--- src/rtl/sdcol_pkg.sv ---
package sdcol_pkg;
  typedef enum logic [2:0] {
    LEN_1    = 3'b000,
    LEN_2    = 3'b001,
    LEN_4    = 3'b010,
    LEN_8    = 3'b011,
    LEN_PAGE = 3'b111
  } len_code_e;

  // Offset mask for a length code; page mode masks every column bit.
  function automatic logic [15:0] len_mask(input logic [2:0] code);
    case (code)
      LEN_2:    len_mask = 16'h0001;
      LEN_4:    len_mask = 16'h0003;
      LEN_8:    len_mask = 16'h0007;
      LEN_PAGE: len_mask = 16'hFFFF;
      default:  len_mask = 16'h0000;
    endcase
  endfunction
endpackage

--- src/rtl/sdcol_mode.sv ---
module sdcol_mode
  import sdcol_pkg::*;
#(
  parameter int COL_W = 9
) (
  input  logic             clk,
  input  logic             rst_n,
  input  logic             busy,
  input  logic             wr,
  input  logic [3:0]       word,
  output logic [COL_W-1:0] mask,
  output logic             page,
  output logic             xor_ord
);
  logic [15:0] mask_full;
  assign mask_full = len_mask(word[2:0]);

  always_ff @(posedge clk) begin
    if (!rst_n) begin
      mask    <= '0;
      page    <= 1'b0;
      xor_ord <= 1'b0;
    end else if (wr && !busy) begin
      mask    <= mask_full[COL_W-1:0];
      page    <= (word[2:0] == LEN_PAGE);
      xor_ord <= word[3];
    end
  end

  AST_MODE_FROZEN: assert property (@(posedge clk) disable iff (!rst_n)
    busy |=> ($stable(mask) && $stable(page) && $stable(xor_ord))) else $error("mode changed in burst");
endmodule

--- src/rtl/sdcol_beat.sv ---
module sdcol_beat #(
  parameter int COL_W = 9
) (
  input  logic             clk,
  input  logic             rst_n,
  input  logic             go,
  input  logic [COL_W-1:0] go_col,
  input  logic             halt,
  input  logic             ready,
  input  logic [COL_W-1:0] mask,
  input  logic             page,
  output logic             active,
  output logic             final_beat,
  output logic [COL_W-1:0] base,
  output logic [COL_W-1:0] step
);
  logic accept;
  assign accept     = active && ready;
  assign final_beat = active && !page && (step == mask);

  always_ff @(posedge clk) begin
    if (!rst_n) begin
      active <= 1'b0;
      base   <= '0;
      step   <= '0;
    end else if (go) begin
      active <= 1'b1;
      base   <= go_col;
      step   <= '0;
    end else if (halt) begin
      active <= 1'b0;
    end else if (accept) begin
      if (final_beat) active <= 1'b0;
      else            step   <= step + 1'b1;
    end
  end

  AST_GO_RESTARTS: assert property (@(posedge clk) disable iff (!rst_n)
    go |=> (active && step == '0 && base == $past(go_col))) else $error("restart");
  AST_HALT_ENDS: assert property (@(posedge clk) disable iff (!rst_n)
    (halt && !go) |=> !active) else $error("halt");
  AST_LAST_ENDS: assert property (@(posedge clk) disable iff (!rst_n)
    (final_beat && ready && !go) |=> !active) else $error("last");
  AST_STALL_HOLDS: assert property (@(posedge clk) disable iff (!rst_n)
    (active && !ready && !go && !halt) |=> (active && $stable(step) && $stable(base))) else $error("stall");
endmodule

--- src/rtl/sdcol_order.sv ---
module sdcol_order #(
  parameter int COL_W = 9
) (
  input  logic [COL_W-1:0] base,
  input  logic [COL_W-1:0] step,
  input  logic [COL_W-1:0] mask,
  input  logic             xor_ord,
  output logic [COL_W-1:0] col
);
  logic [COL_W-1:0] sum;
  assign sum = base + step;

  for (genvar b = 0; b < COL_W; b++) begin : g_bit
    always_comb begin
      if (!mask[b])     col[b] = base[b];
      else if (xor_ord) col[b] = base[b] ^ step[b];
      else              col[b] = sum[b];
    end
  end
endmodule

--- src/rtl/sdram_col_seq.sv ---
module sdram_col_seq #(
  parameter int COL_W = 9
) (
  input  logic             clk,
  input  logic             rst_n,
  input  logic             mode_we,
  input  logic [3:0]       mode_word,
  input  logic             go,
  input  logic [COL_W-1:0] go_col,
  input  logic             halt,
  output logic             col_valid,
  input  logic             col_ready,
  output logic [COL_W-1:0] col_addr,
  output logic             col_last
);
  logic [COL_W-1:0] mask, base, step;
  logic             page, xor_ord, active, final_beat;

  sdcol_mode #(.COL_W(COL_W)) u_mode (
    .clk(clk), .rst_n(rst_n), .busy(active), .wr(mode_we), .word(mode_word),
    .mask(mask), .page(page), .xor_ord(xor_ord)
  );

  sdcol_beat #(.COL_W(COL_W)) u_beat (
    .clk(clk), .rst_n(rst_n), .go(go), .go_col(go_col), .halt(halt),
    .ready(col_ready), .mask(mask), .page(page), .active(active),
    .final_beat(final_beat), .base(base), .step(step)
  );

  sdcol_order #(.COL_W(COL_W)) u_order (
    .base(base), .step(step), .mask(mask), .xor_ord(xor_ord && !page),
    .col(col_addr)
  );

  assign col_valid = active;
  assign col_last  = final_beat;

  AST_LAST_NEEDS_VALID: assert property (@(posedge clk) disable iff (!rst_n)
    col_last |-> col_valid) else $error("last w/o valid");
  AST_PAGE_NO_LAST: assert property (@(posedge clk) disable iff (!rst_n)
    page |-> !col_last) else $error("page last");
  AST_GO_FIRST_COL: assert property (@(posedge clk) disable iff (!rst_n)
    go |=> (col_valid && col_addr == $past(go_col))) else $error("first col");
  AST_STALL_STABLE: assert property (@(posedge clk) disable iff (!rst_n)
    (col_valid && !col_ready && !go && !halt) |=> ($stable(col_addr) && $stable(col_last))) else $error("stall out");
endmodule

--- config.mk ---
export PLATFORM = sky130hd
export DESIGN_NAME = sdram_col_seq
export DESIGN_NICKNAME = d
export VERILOG_FILES = /design/src/rtl/sdcol_pkg.sv /design/src/rtl/sdcol_mode.sv /design/src/rtl/sdcol_beat.sv /design/src/rtl/sdcol_order.sv /design/src/rtl/sdram_col_seq.sv
export SDC_FILE = /design/constraint.sdc
export NUM_CORES = 1
export LEC_CHECK = 0
export BUFFER_PORTS_ARGS = -buffer_cell sky130_fd_sc_hd__buf_2
export CAP_MARGIN = 15
export CORE_MARGIN = 2
export CORE_UTILIZATION = 54
export DETAILED_ROUTE_END_ITERATION = 6
export PLACE_DENSITY = 0.78
export SETUP_SLACK_MARGIN = 0.1
export SYNTH_ARGS = -nofsm -noshare
export SYNTH_HDL_FRONTEND = slang
export SYNTH_SLANG_ARGS = --single-unit
--- constraint.sdc ---
create_clock -name clk -period 3 [get_ports clk]
set_clock_uncertainty 0.05 [all_clocks]
set_input_delay 0.9 -clock clk [delete_from_list [all_inputs] [get_ports clk]]
set_output_delay 0.9 -clock clk [all_outputs]
set_load 0.02 [all_outputs]
---- Yosys cells after proc, flatten, opt, wreduce, memory -nomap -nowiden ----
Cells that the tools add are included.
word-level totals
  register bits after elaboration ......... 30
  latch bits .............................. 0
  RAM bits ................................ 0
  ROM bits ................................ 0
  input bits .............................. 19
  memories kept ........................... 0
operators by class
  add/subtract/negate cells ............... 2
  $mul .................................... 0
  divide/modulo/power cells ............... 0
  $lt $le $gt $ge ......................... 0
  eq/ne operators ......................... 5
  shift operators ......................... 0
  muxes and demuxes ....................... 23
  bitwise gates (word level) .............. 12
  reductions and logical operators ........ 12
operators by type and width
  cell                   number
  $pmux W9 S4            1
  $mux W1                22
  $add A9 B1 Y9 const B  1
  $add A9 B9 Y9          1
  $eq A9 B9 Y1           1
  $xor A1 B1 Y1          9
  $eq A3 B2 Y1 const B   2
  $reduce_bool A3 Y1     2
  $logic_and A1 B1 Y1    5
  $eq A3 B1 Y1 const B   1
  $eq A3 B3 Y1 const B   1
  $not A1 Y1             3
  $reduce_and A3 Y1      1
  $logic_not A1 Y1       2
  $reduce_and A2 Y1      1
  $reduce_or A2 Y1       1

---- Longest topological paths before layout ----
Gate-level depths: netlist of run 1.
  depth after elaboration ................. 7
  depth in mapped cells ................... 7

---- Hierarchy ----
Synthesis of run 1 repeated with hierarchy kept, for this count alone.
second synthesis, totals
  cell total of the unflattened synthesis .. 195
  area total of the unflattened synthesis .. 1705.4 um^2
modules (own cells, without submodules)
  module         instances  cells each  area an instance (um^2)  seq. area each (um^2)
  sdcol_beat     1          101         960.9                    380.4
  sdcol_order    1          64          469.2                    0.0
  sdcol_mode     1          29          261.5                    100.1
  sdram_col_seq  1          1           13.8                     0.0

---- Least setup slack after synthesis of run 1 ----
No wires, ideal clock.
  path kind ............................... flip-flop to output port
  from .................................... reg u_beat.step[0]
  to ...................................... out col_addr[8]
  arrival time ............................ 2.192 ns
  data required time ...................... 2.050 ns
  slack ................................... -0.142 ns
  stages on the path, launching flop included .. 8
  buffers on the path ..................... 0
  cell sequence ........................... dfxtp_1 > ha_1 > fa_1 > a21oi_1 > o22ai_1 > o41ai_1 > xor2_1 > o32ai_1
between the ends
  cells in the longest elaborated chain, start to end .. 3
RTL lines
  item                    RTL line             RTL
  start, declared         sdcol_beat.sv:15     output logic [COL_W-1:0] step
  start signal, assigned  sdcol_beat.sv:34     else step <= step + 1'b1;
  $add A9 B9 Y9           sdcol_order.sv:11    assign sum = base + step;
  $mux W1                 sdcol_order.sv:16    else if (xor_ord) col[b] = base[b] ^ step[b];
  $mux W1                 sdcol_order.sv:15    if (!mask[b]) col[b] = base[b];
  end, declared           sdram_col_seq.sv:13  output logic [COL_W-1:0] col_addr,
Every way passes these cells.

---- Worst setup path in the final report of run 1 ----
  from .................................... reg u_beat.base[0]
  to ...................................... out col_addr[8]
between the ends
  cells in the longest elaborated chain, start to end .. 3
RTL lines
  item                    RTL line           RTL
  start, declared         sdcol_beat.sv:14   output logic [COL_W-1:0] base,
  start signal, assigned  sdcol_beat.sv:28   base <= go_col;
  $add A9 B9 Y9           sdcol_order.sv:11
  $mux W1                 sdcol_order.sv:16
  $mux W1                 sdcol_order.sv:15
Every way passes these cells.

==> results.json, run 1 <==
{
  "vias_per_cell": 5.935,
  "leakagePower_uw": 0.0008268,
  "report.final.slew_viol_count": 0,
  "yosys_warnings": 0,
  "dp_hpwl_mm": 2.789,
  "worst_pin_slew_ns": 0.6342,
  "whs_path_depth": 2,
  "finalCritPeriodShare": 1.105,
  "clkSlewWorstSetupHoldPaths_ns": 0.15,
  "drcViolationCount": 0,
  "synth_common_cells": "24 x dfxtp_1, 16 x nor2_1, 15 x nand2_1",
  "synth_ff_type": "dfxtp_1",
  "slowest_stage": "dfxtp_2",
  "netlist.top_cell.by_area": "dfxtp_1",
  "ys_ff_latch": 24,
  "cts_buffers": 3,
  "min_from": "u_mode.xor_ord$_SDFFE_PN0P_",
  "ys_types": 39,
  "arrival_ns": 2.36,
  "placed_cells": 239,
  "violations": "negative setup slack",
  "cts-htree-levels": 1,
  "nets": 246,
  "max_freq_mhz": 301.7,
  "num_rows": 19,
  "fin_setup_tns_ns": -0.8925,
  "rr_endpoint": "u_beat.step[1]$_SDFFE_PP0P_",
  "layout.cells.non_filler": 247,
  "antenna_found_initial": 0,
  "reg2reg_depth": 6,
  "synth.most_common_cell": "dfxtp_1",
  "area_delta_synth_final_pct": 28.47,
  "cts_tree": "yes",
  "syn_nets": 205,
  "crit_fanout": 3,
  "post-route-worst-setup-slack_ns": -0.3148,
  "startpoint": "u_beat.base[0]$_SDFFE_PN0P_",
  "slowest_delay_ns": 0.37,
  "drive_gt1_frac": 0.3194,
  "status": "finished, violations left",
  "grt_max_degree": 18,
  "grt_pass1_wl_mm": 6.437,
  "fin_hold_ws_ns": 0.4428,
  "crit_required_ns": 2.05,
  "fin_crit_ns": 3.315,
  "core_area_um2": 2710,
  "vias": 1466,
  "die_y_um": 56.99,
  "r2r-start": "u_beat.step[4]$_SDFFE_PP0P_",
  "gp_congestion": 0.8459,
  "cts_sinks": 24,
  "yosysTopAreaCellShare": 0.3168,
  "first_pass_iters": 4,
  "ctsHoldBuffers": 0,
  "grt_pass1_vias": 1493,
  "ioPinCount": 30,
  "drv_cap": 0,
  "worstSetupPathType": "reg2out",
  "worst_skew_pair.late_latency_ns": 0.34,
  "utilization": 0.7188,
  "cp-start-kind": "flop",
  "synth_async_sr_flop_share": 0,
  "ir_worst_vdd_mv": 0.3505,
  "worstHoldPathType": "reg2reg",
  "die-area_um2": 3248,
  "synth-edff-count": 0,
  "clock_path_buffers": 2,
  "wirelength_mm": 4.020,
  "grt_overflow": 0,
  "dr.first_iter.drc_count": 29,
  "synth.area.top_cells": "dfxtp_1 32%, ha_1 7.4%, mux2i_1 7.3%",
  "detail-route-antenna-nets": 0,
  "p_per_area_nw_per_um2": 332.3,
  "wl_per_cell_um": 16.28,
  "crit_path_end_kind": "output pin",
  "port_buffers": 29,
  "syn_avg_cell_area_um2": 8.616,
  "die-width_um": 56.99,
  "grtUsageTotal": 0.2522,
  "rsz0062_at_grt": "true",
  "finalHoldViolCount": 0,
  "slew_headroom": 0.5718,
  "netlist_area_um2": 1516,
  "synth_cells": 176,
  "cts-root-buf": "clkbuf_4",
  "holdPathEnd": "u_mode.xor_ord$_SDFFE_PN0P_",
  "path_cells": "ha_4 > fa_2 > a21oi_4 > o221ai_2 > a21oi_2 > mux2_4 > o32ai_4 > buf_6",
  "start_util": 0.5596,
  "finalSetupViolCount": 5,
  "n_antenna_cell": 0,
  "ys_seq_area_frac": 0.3168,
  "power_uw": 647.4,
  "r2r_slack_ns": 1.22
}
==> critical path: cells and delay by family, from the launching register on <==
| family | cells | cell delay [ns] |
|---|---|---|
| adder cells (fa/ha/maj) | 2 | 0.53 |
| multiplexers | 1 | 0.34 |
| flip-flops | 1 | 0.37 |
| AO/OA/AOI/OAI | 4 | 0.64 |
| buffers and inverters | 1 | 0.15 |
==> cell families (layout without fill, tap and decap cells) <==
group / Yosys count / after routing / synth area share
mux: 16 / 16 / 0.1097
fa+ha+maj: 10 / 10 / 0.08746
compound gates: 34 / 34 / 0.1444
buf+inv: 10 / 50 / 0.02557
flops: 24 / 24 / 0.3168
xor+xnor: 15 / 15 / 0.08664
simple gates: 67 / 67 / 0.2294
==> per-stage QoR <==
stage,setup WS [ns],instance area (um^2)
after floorplan,0.1090,1539
after global placement,-0.02675,1759
after detailed placement,-0.09634,1759
after CTS,-0.2846,1859
after global routing,-0.3857,1948
final,-0.3148,1948
==> state kept, by name, indices dropped and copies added, names as in the netlist <==
signal	flops
u_beat.active	1
u_beat.base	9
u_beat.step	9
u_mode.mask	4
u_mode.xor_ord	1
==> power breakdown <==
| part | internal [uW] | switching [uW] | leakage, uW |
|---|---|---|---|
| combinational | 55.5 | 64.9 | 0.000608 |
| clock | 74.5 | 109 | 0.0000210 |
| sequential | 331 | 13.0 | 0.000198 |
| total | 461 | 186 | 0.000827 |
==> worst max path at each step <==
stage | end | slack [ns]
2_1_floorplan | col_addr[8] | 0.11
3_3_place_gp | col_addr[8] | -0.03
3_5_place_dp | col_addr[8] | -0.1
4_1_cts | col_addr[8] | -0.28
5_1_grt | col_addr[8] | -0.39
6_report | col_addr[8] | -0.31
==> cell type report <==
cell class                 instances  area [um^2]
multi-input combinational        142         1122
fill                             215        762.0
sequential                        24        485.5
timing repair buffer              40        242.7
tap                               31        38.79
clock buffer                       4        36.28
inverter                           6        22.52
==> what timing repair did <==
action | 4_1_cts | 5_1_grt
gates resized for setup | 15 | 11
setup endpoints to repair | 5 | 7
pin swaps | 4 | 3
buffers inserted | 1 | 3
cloned | 0 | 0
==> placed cells by master, fill, tap and decap left out, types with 5 or more instances in the layout <==
cell / instances
a21oi_1: 7
buf_2: 26
buf_4: 12
dfxtp_1: 20
ha_1: 5
inv_1: 6
mux2i_1: 11
nand2_1: 15
nand3_1: 5
nor2_1: 16
nor2b_1: 12
o211ai_1: 6
xnor2_1: 5
xor2_1: 9
==> per-layer routing <==
layer | track usage | share of wire | vias to the layer above
li1 | - | - | 706
met1 | 0.2688 | 0.39 | 685
met2 | 0.4466 | 0.52 | 51
met3 | 0.04082 | 0.036 | 24
met4 | 0.1827 | 0.057 | 0
met5 | 0 | 0 | -
No activity file was read; power rests on OpenSTA's default activity.
==> run 2: changes to the inputs <==
--- a/config.mk
+++ b/config.mk
@@ -9,9 +9,10 @@
 export CAP_MARGIN = 15
 export CORE_MARGIN = 2
 export CORE_UTILIZATION = 54
+export CTS_CLUSTER_SIZE = 10
 export DETAILED_ROUTE_END_ITERATION = 6
 export PLACE_DENSITY = 0.78
-export SETUP_SLACK_MARGIN = 0.1
+export SETUP_SLACK_MARGIN = 0.15
 export SYNTH_ARGS = -nofsm -noshare
 export SYNTH_HDL_FRONTEND = slang
 export SYNTH_SLANG_ARGS = --single-unit
==> run 2 against run 1 <==
Compared with the run above: the run still ends with negative setup slack left; setup slack unchanged; global-route usage unchanged; wire length unchanged; maximum frequency unchanged; cell count unchanged; register-to-register slack about the same; sequential share of layout area unchanged; critical path type unchanged; critical endpoint unchanged; largest power group unchanged; core utilization unchanged.
==> results.json, run 2 (same netlist as run 1, synthesis figures left out) <==
{
  "status": "finished, violations left",
  "violations": "negative setup slack",
  "clock_path_buffers": 2,
  "drive_gt1_frac": 0.3194,
  "slew_headroom": 0.5718,
  "p_per_area_nw_per_um2": 332.3,
  "startpoint": "u_beat.base[0]$_SDFFE_PN0P_",
  "cts_tree": "yes",
  "grt_pass1_vias": 1493,
  "cts-root-buf": "clkbuf_4",
  "drcViolationCount": 0,
  "worst_skew_pair.late_latency_ns": 0.34,
  "multiInputGateArea_um2": 1122,
  "die-width_um": 56.99,
  "dp_hpwl_mm": 2.789,
  "vias": 1466,
  "rr_endpoint": "u_beat.step[1]$_SDFFE_PP0P_",
  "crit_path_end": "col_addr[8]",
  "grtUsageMet2": 0.4466,
  "leakagePower_uw": 0.0008268,
  "max_freq_mhz": 301.7,
  "dr.first_iter.drc_count": 29,
  "wl_per_cell_um": 16.28,
  "use_met3": 0.04082,
  "finalCritPeriodShare": 1.105,
  "r2r-start": "u_beat.step[4]$_SDFFE_PP0P_",
  "gp_congestion": 0.8459,
  "internal_power_uw": 460.9,
  "nFillCells": 215,
  "crit_path_end_kind": "output pin",
  "grt_pass1_wl_mm": 6.437,
  "cts-htree-levels": 1,
  "ir_worst_vdd_mv": 0.3505,
  "final_cell_mix": "26 x buf_2, 20 x dfxtp_1, 16 x nor2_1",
  "crit_required_ns": 2.05,
  "dpl_cell_area_um2": 1759,
  "finalSetupViolCount": 5,
  "worst_pin_slew_ns": 0.6342,
  "grt_max_degree": 18,
  "drv_cap": 0,
  "fin_crit_ns": 3.315,
  "placed_cells": 239,
  "worstHoldPathType": "reg2reg",
  "final_cell_area_um2": 1948,
  "crit_fanout": 3,
  "die_y_um": 56.99,
  "num_rows": 19,
  "rsz0062_at_grt": "true",
  "grt_overflow": 0,
  "post-route-worst-setup-slack_ns": -0.3148,
  "arrival_ns": 2.36,
  "die-area_um2": 3248,
  "port_buffers": 29,
  "first_pass_iters": 4,
  "r2r_slack_ns": 1.22,
  "start_util": 0.5596,
  "p_comb_frac": 0.186,
  "cp-start-kind": "flop",
  "ioPinCount": 30,
  "slowest_stage": "dfxtp_2",
  "layout_commonest_cell": "buf_2",
  "antenna_found_initial": 0,
  "grt_use_met1": 0.2688,
  "p_clk_frac": 0.283,
  "regArea_um2": 485.5,
  "p_sw_uw": 186.5,
  "cts_buffers": 3,
  "detail-route-antenna-nets": 0,
  "area_delta_synth_final_pct": 28.47,
  "wirelength_mm": 4.020,
  "cts_sinks": 24,
  "path_cells": "ha_4 > fa_2 > a21oi_4 > o221ai_2 > a21oi_2 > mux2_4 > o32ai_4 > buf_6",
  "slowest_delay_ns": 0.37,
  "top_usage_layer": "met2",
  "nets": 246,
  "core_area_um2": 2710,
  "clkSlewWorstSetupHoldPaths_ns": 0.15,
  "n_antenna_cell": 0,
  "power_frac_seq": 0.531,
  "vias_per_cell": 5.935,
  "report.final.slew_viol_count": 0,
  "worstSetupPathType": "reg2out",
  "finalHoldViolCount": 0,
  "swShare": 0.2880,
  "layout.cells.non_filler": 247,
  "reg_top3": "u_beat.base: 9 flops, u_beat.step: 9 flops, u_mode.mask: 4 flops",
  "grtUsageTotal": 0.2522,
  "reg2reg_depth": 6
}
-- run 2: how the worst min path moves through the flow --
stage	slack, ns	start	cells after the start	endpoint
3_3_place_gp	0.41	u_mode.xor_ord$_SDFFE_PN0P_	2	u_mode.xor_ord$_SDFFE_PN0P_
3_5_place_dp	0.43	u_mode.xor_ord$_SDFFE_PN0P_	2	u_mode.xor_ord$_SDFFE_PN0P_
2_1_floorplan	0.39	u_mode.xor_ord$_SDFFE_PN0P_	2	u_mode.xor_ord$_SDFFE_PN0P_
6_report	0.44	u_mode.xor_ord$_SDFFE_PN0P_	2	u_mode.xor_ord$_SDFFE_PN0P_
4_1_cts	0.45	u_mode.xor_ord$_SDFFE_PN0P_	2	u_mode.xor_ord$_SDFFE_PN0P_
5_1_grt	0.49	u_mode.xor_ord$_SDFFE_PN0P_	2	u_mode.xor_ord$_SDFFE_PN0P_
-- run 2: what timing repair did --
| item | CTS | global route |
|---|---|---|
| resized for setup | 15 | 11 |
| pin swaps | 4 | 3 |
| buffers inserted | 1 | 3 |
| hold buffers | 0 | 0 |
| setup endpoints to repair | 6 | 8 |
| endpoints found under the hold margin | 0 | 0 |
-- run 2: power groups by stage --
stage	Sequential, uW	Combinational [uW]	Clock, uW
final	344	120	183
after global routing	346	132	195
after CTS	343	115	180
after detailed placement	350	111	0
after global placement	348	107	0
after floorplan	347	73.2	0
-- run 2: critical path: cells and delay by family, from the launching register on --
kind	cells	cell delay, ns
flops	1	0.37
fa+ha+maj	2	0.53
compound gates	4	0.64
buf+inv	1	0.15
mux	1	0.34
-- run 2: per-layer routing --
| metal | vias up | share of wire |
|---|---|---|
| met5 | - | 0 |
| met4 | 0 | 0.057 |
| met3 | 24 | 0.036 |
| met2 | 51 | 0.52 |
| met1 | 685 | 0.39 |
| li1 | 706 | - |
-- run 2: layout make-up --
class,count,area share
multi-input combinational,142,0.5761
sequential,24,0.2492
timing repair buffer,40,0.1246
tap,31,0.01991
clock buffer,4,0.01863
inverter,6,0.01156
-- run 2: per-stage QoR --
| step | TNS (ns) | setup WS (ns) | hold slack, ns | util | total power (uW) |
|---|---|---|---|---|---|
| 3_5_place_dp | -0.09634 | -0.09634 | 0.4340 | 0.6491 | 460.8 |
| 3_3_place_gp | -0.02676 | -0.02676 | 0.4111 | 0.6491 | 455.1 |
| 4_1_cts | -0.7629 | -0.2846 | 0.4520 | 0.6861 | 638.2 |
| 2_1_floorplan | 0 | 0.1090 | 0.3935 | - | 420.0 |
| 5_1_grt | -1.352 | -0.3857 | 0.4880 | 0.7188 | 672.9 |
| 6_report | -0.8925 | -0.3148 | 0.4428 | 0.7188 | 647.4 |
